File: config.mk
export PLATFORM = sky130hd
export DESIGN_NAME = seq_mul
export DESIGN_NICKNAME = d
export VERILOG_FILES = /design/src/rtl/seq_mul_pkg.sv /design/src/rtl/seq_mul_ctrl.sv /design/src/rtl/seq_mul_addsub.sv /design/src/rtl/seq_mul_datapath.sv /design/src/rtl/seq_mul.sv
export SDC_FILE = /design/constraint.sdc
export NUM_CORES = 1
export LEC_CHECK = 0
export BUFFER_PORTS_ARGS = -buffer_cell sky130_fd_sc_hd__buf_2
export CORE_ASPECT_RATIO = 0.5
export CORE_MARGIN = 1.5
export CORE_UTILIZATION = 45
export DETAILED_ROUTE_END_ITERATION = 16
export GPL_ROUTABILITY_DRIVEN = 0
export PLACE_DENSITY = 0.66
export SETUP_SLACK_MARGIN = 0.02
export SYNTH_ARGS = -nofsm -noshare
export SYNTH_HDL_FRONTEND = slang
export SYNTH_SLANG_ARGS = --single-unit
File: constraint.sdc
create_clock -name clk -period 4.3 [get_ports clk]
set_clock_uncertainty 0.1 [all_clocks]
set_input_delay 0.215 -clock clk [delete_from_list [all_inputs] [get_ports clk]]
set_output_delay 0.215 -clock clk [all_outputs]
set_load 0.05 [all_outputs]
File: src/rtl/seq_mul_pkg.sv
package seq_mul_pkg;

    typedef enum logic [1:0] {
        ST_IDLE = 2'd0,
        ST_RUN  = 2'd1,
        ST_DONE = 2'd2
    } mul_state_e;

    typedef struct packed {
        logic load;
        logic step;
        logic last;
    } mul_ctl_t;

endpackage

File: src/rtl/seq_mul_ctrl.sv
module seq_mul_ctrl
    import seq_mul_pkg::*;
#(
    parameter int W = 32
) (
    input  logic     clk,
    input  logic     rst_n,
    input  logic     start,
    output mul_ctl_t ctl,
    output logic     busy,
    output logic     done
);
    localparam int CW = (W > 1) ? $clog2(W) : 1;
    localparam logic [CW-1:0] LAST_IDX = CW'(W - 1);

    mul_state_e state_q, state_d;
    logic [CW-1:0] iter_q;
    logic accept;
    logic at_last;

    assign accept  = start && (state_q != ST_RUN);
    assign at_last = (iter_q == LAST_IDX);

    always_comb begin
        state_d = state_q;
        unique case (state_q)
            ST_IDLE: if (accept) state_d = ST_RUN;
            ST_RUN:  if (at_last) state_d = ST_DONE;
            ST_DONE: state_d = accept ? ST_RUN : ST_IDLE;
            default: state_d = ST_IDLE;
        endcase
    end

    always_ff @(posedge clk or negedge rst_n) begin
        if (!rst_n) begin
            state_q <= ST_IDLE;
        end else begin
            state_q <= state_d;
        end
    end

    always_ff @(posedge clk or negedge rst_n) begin
        if (!rst_n) begin
            iter_q <= '0;
        end else if (accept) begin
            iter_q <= '0;
        end else if (state_q == ST_RUN) begin
            iter_q <= iter_q + 1'b1;
        end
    end

    always_comb begin
        ctl.load = accept;
        ctl.step = 1'b0;
        ctl.last = 1'b0;
        busy     = 1'b0;
        done     = 1'b0;
        unique case (state_q)
            ST_IDLE: ;
            ST_RUN: begin
                ctl.step = 1'b1;
                ctl.last = at_last;
                busy     = 1'b1;
            end
            ST_DONE: done = 1'b1;
            default: ;
        endcase
    end

endmodule

File: src/rtl/seq_mul_addsub.sv
module seq_mul_addsub #(
    parameter int AW = 33
) (
    input  logic [AW-1:0] a,
    input  logic [AW-1:0] b,
    input  logic          sub,
    output logic [AW-1:0] sum
);
    logic [AW-1:0] b_eff;

    always_comb begin
        b_eff = sub ? ~b : b;
        sum   = a + b_eff + AW'(sub);
    end

endmodule

File: src/rtl/seq_mul_datapath.sv
module seq_mul_datapath
    import seq_mul_pkg::*;
#(
    parameter int W = 32
) (
    input  logic         clk,
    input  logic         rst_n,
    input  mul_ctl_t     ctl,
    input  logic         signed_mode,
    input  logic [W-1:0] multiplicand,
    input  logic [W-1:0] multiplier,
    output logic [W-1:0] hi,
    output logic [W-1:0] lo
);
    localparam int AW = W + 1;

    logic [W-1:0]  hi_q, lo_q, mcand_q;
    logic          smode_q;
    logic [AW-1:0] ext_hi, ext_mc, addend, sum;
    logic          do_sub;

    always_comb begin
        ext_hi = {smode_q & hi_q[W-1], hi_q};
        ext_mc = {smode_q & mcand_q[W-1], mcand_q};
        addend = lo_q[0] ? ext_mc : '0;
        do_sub = ctl.last & smode_q & lo_q[0];
    end

    seq_mul_addsub #(.AW(AW)) u_add (
        .a   (ext_hi),
        .b   (addend),
        .sub (do_sub),
        .sum (sum)
    );

    always_ff @(posedge clk or negedge rst_n) begin
        if (!rst_n) begin
            hi_q    <= '0;
            lo_q    <= '0;
            mcand_q <= '0;
            smode_q <= 1'b0;
        end else if (ctl.load) begin
            hi_q    <= '0;
            lo_q    <= multiplier;
            mcand_q <= multiplicand;
            smode_q <= signed_mode;
        end else if (ctl.step) begin
            hi_q <= sum[AW-1:1];
            lo_q <= {sum[0], lo_q[W-1:1]};
        end
    end

    assign hi = hi_q;
    assign lo = lo_q;

endmodule

File: src/rtl/seq_mul.sv
module seq_mul
    import seq_mul_pkg::*;
#(
    parameter int W = 32
) (
    input  logic         clk,
    input  logic         rst_n,
    input  logic         start,
    input  logic         signed_mode,
    input  logic [W-1:0] multiplicand,
    input  logic [W-1:0] multiplier,
    output logic         busy,
    output logic         done,
    output logic [W-1:0] hi,
    output logic [W-1:0] lo
);
    mul_ctl_t ctl;

    seq_mul_ctrl #(.W(W)) u_ctrl (
        .clk   (clk),
        .rst_n (rst_n),
        .start (start),
        .ctl   (ctl),
        .busy  (busy),
        .done  (done)
    );

    seq_mul_datapath #(.W(W)) u_dp (
        .clk          (clk),
        .rst_n        (rst_n),
        .ctl          (ctl),
        .signed_mode  (signed_mode),
        .multiplicand (multiplicand),
        .multiplier   (multiplier),
        .hi           (hi),
        .lo           (lo)
    );

endmodule

==> metrics <==
Post-synth EDFFs=0; hold slack=approximately 0.041 ns; Static Leak=3.782 nW; Avg Synthesized Cell Area=around 9 um2; DRC Markers=0; clk sinks=~100; final WL=between 15000 and 20000 um; Psw=about 3.8 mW; Setup WS post-layout=slightly below 0.2 ns; fin crit share=0.9541; Slew @ Worst Pin=0.8973 ns; Comb pwr share=0.619; antenna cells=0; TritonCTS Buffers=9; fin util=0.5866; PwrDens=slightly above 900 mW/mm2; Final HPWL DP=roughly 11000 um; DR iter-0 viols=290; clk_lat worst skew=approximately 0.36 ns; async set-or-reset flop fraction in the synthesized netlist=1.000; port buffer count=roughly 130; num ports=~130; Initial Util=0.4686; layout cells sized above 1=0.2552; Worst VDD drop=480.5 uV; die area=approximately 0.015 mm2; Vias=roughly 5800; pre-CTS WS=0.1253 ns; final setup vio count=0; H-tree depth=3; vias in the first global route=5415; Global Route Usage Sum=0.2211; yosys warns=0; Layout Cells excl Fill=between 1000 and 1500; R2R Path Start=u_ctrl.iter_q[1]; Clk pin slew, worst setup/hold paths=0.08 ns; RSZ-0062 raised after global routing=yes; Mapped Area=between 0.006 and 0.007 mm2; Sw Share=0.5143; status=finished clean; register area share after synthesis=0.4032; syn nets=810; Req. time, crit path=about 4.5 ns; Root Buffer=clkbuf_16; critical path startpoint=u_ctrl.iter_q[1]; Synth Flop Type=dfrtp_1; CP Capture Type=register; worst hold start=multiplier[0]; drt pass-1 iters=6; CTS tree=built; Int Pwr=between 3 and 4 mW; Post-Synthesis Cells=707; Die Height=between 80 and 90 um; Clock power frac=0.122; routed vias/inst=between 5 and 6; largest net degree at the start of global routing=75; CP max FO=16; Setup CP Type=reg2reg; leading cell types in the layout, fill and taps excluded=132 x buf_2, 117 x nand2_1, 111 x o21ai_0, 104 x dfrtp_1, 38 x mux2i_1; leading cell type in the layout, fill and taps excluded=buf_2; Fmax achieved=about 0.24 GHz; nets=964; CP arrival=4.29 ns; chip width=roughly 170 um; Slew Viols, Final=0; row cnt=30; clock tree buffer depth=2; Pwr Total=approximately 7.3 mW; first-pass GRT wire length=between 20000 and 30000 um; Cell variety after synth=55; min Tclk post-route=slightly above 4 ns; Inst Count DP=approximately 1000; Overflow after GRT=0; final hold violation count=0; Seq pwr share=0.259; residual antenna-violating net count after detailed routing=0; WL per Instance=~15 um; relative slew slack=0.4018; Worst setup SP type=register; Hold WC Path Type=in2reg; MaxCap Viol Count=0; synthesis-to-layout area growth=25.20%; initial antenna violation count=0; core area=0.01378 mm2; synthesis-stage register bit count=104
per-layer routing:
metal  part of all wire  global-route usage  up-vias
li1                   -                   -     2830
met1               0.47              0.2984     2770
met2               0.46              0.3622      148
met3              0.055             0.05468       11
met4             0.0074             0.04822        0
met5                  0                   0        -
registers in the layout, indices dropped and copies added, names as in the netlist:
signal	cells
u_dp.mcand_q	32
u_ctrl.iter_q	5
u_dp.hi	32
u_ctrl.state_q	2
u_dp.smode_q	1
u_dp.lo	32
cells in the mapped netlist, types with 3 or more instances:
| master | n | area share |
|---|---|---|
| nand2_1 | 117 | 0.068 |
| nand4_1 | 9 | 0.0087 |
| o211ai_1 | 4 | 0.0047 |
| xor2_1 | 11 | 0.015 |
| and2_1 | 5 | 0.0048 |
| inv_1 | 18 | 0.010 |
| ha_1 | 34 | 0.066 |
| nand3_1 | 8 | 0.0062 |
| nor3b_1 | 4 | 0.0047 |
| a21o_1 | 6 | 0.0070 |
| mux2i_1 | 38 | 0.059 |
| and3_1 | 4 | 0.0039 |
| nor2_1 | 16 | 0.0093 |
| dfrtp_1 | 104 | 0.40 |
| or3_1 | 3 | 0.0029 |
| a21boi_0 | 6 | 0.0070 |
| o21ai_0 | 113 | 0.088 |
| xnor2_1 | 19 | 0.026 |
| nand3b_1 | 19 | 0.022 |
| a31oi_1 | 4 | 0.0039 |
| o21a_1 | 4 | 0.0047 |
| a21oi_1 | 39 | 0.030 |
| buf_1 | 3 | 0.0017 |
| nor3_1 | 8 | 0.0062 |
| mux2_2 | 34 | 0.059 |
| a211oi_1 | 5 | 0.0058 |
| clkbuf_1 | 38 | 0.022 |
cell type report:
| type | count | area (um2) |
|---|---|---|
| clock buffers | 9 | 225.2 |
| flip-flops and latches | 104 | 2603 |
| clock inverters | 7 | 101.3 |
| well taps | 192 | 240.2 |
| multi-input cells | 542 | 3664 |
| inverters | 18 | 67.56 |
| repair buffers | 186 | 1181 |
| fillers | 1236 | 5694 |
through the flow:
step	setup TNS [ns]	area, um2
6_report	0	8082
5_1_grt	-0.1069	8082
4_1_cts	0	7995
3_5_place_dp	0	7328
3_3_place_gp	0	7328
2_1_floorplan	0	6455
critical path, stage by stage (launching register included):
cell and delay [ns]:
dfrtp_1 0.39, ha_2 0.21, and3_1 0.16, ha_1 0.17
nand3_1 0.10, or2_2 0.30, and2_2 0.24, buf_12 0.16
nand2_1 0.06, o21ai_0 0.09, ha_1 0.39, and2_1 0.17
or4b_4 0.52, nand3_4 0.13, a31oi_4 0.14, o21ba_4 0.29
o21ai_1 0.21, mux2i_1 0.20
path summary, 6_finish.rpt:
check                                   endpoint  slack, ns  cells past startpoint
worst max register to register       u_dp.hi[30]       0.20                     17
min in group asynchronous            u_dp.lo[11]       0.43                      2
max in group asynchronous       u_dp.mcand_q[11]       2.64                      3
worst min register to register  u_ctrl.iter_q[3]       0.38                      1
worst max-delay path                 u_dp.hi[30]       0.20                     17
worst min-delay path                  u_dp.lo[0]       0.04                      3
logic make-up (layout without fill, tap and decap cells):
family / Yosys count / in the layout / share of synthesized area
buf+inv: 61 / 220 / 0.03683
mux: 72 / 72 / 0.1182
compound gates: 204 / 204 / 0.1855
flops: 104 / 104 / 0.4032
simple gates: 201 / 201 / 0.1465
xor+xnor: 30 / 30 / 0.04071
fa+ha+maj: 35 / 35 / 0.06901
what timing repair did:
action,4_1_cts,5_1_grt
hold endpoints to repair,102,0
buffers inserted,0,2
hold buffers,34,0
setup endpoints to repair,0,16
resized for setup,0,14
power by group through the flow:
stage | Clock [mW] | Sequential (mW) | Combinational [mW]
4_1_cts | 0.916 | 1.90 | 4.43
2_1_floorplan | 0 | 2.86 | 2.36
6_report | 0.892 | 1.89 | 4.53
3_3_place_gp | 0 | 1.90 | 4.32
5_1_grt | 0.950 | 1.96 | 4.97
3_5_place_dp | 0 | 1.90 | 4.39
Note: power is estimated with default switching activity, not from simulation.
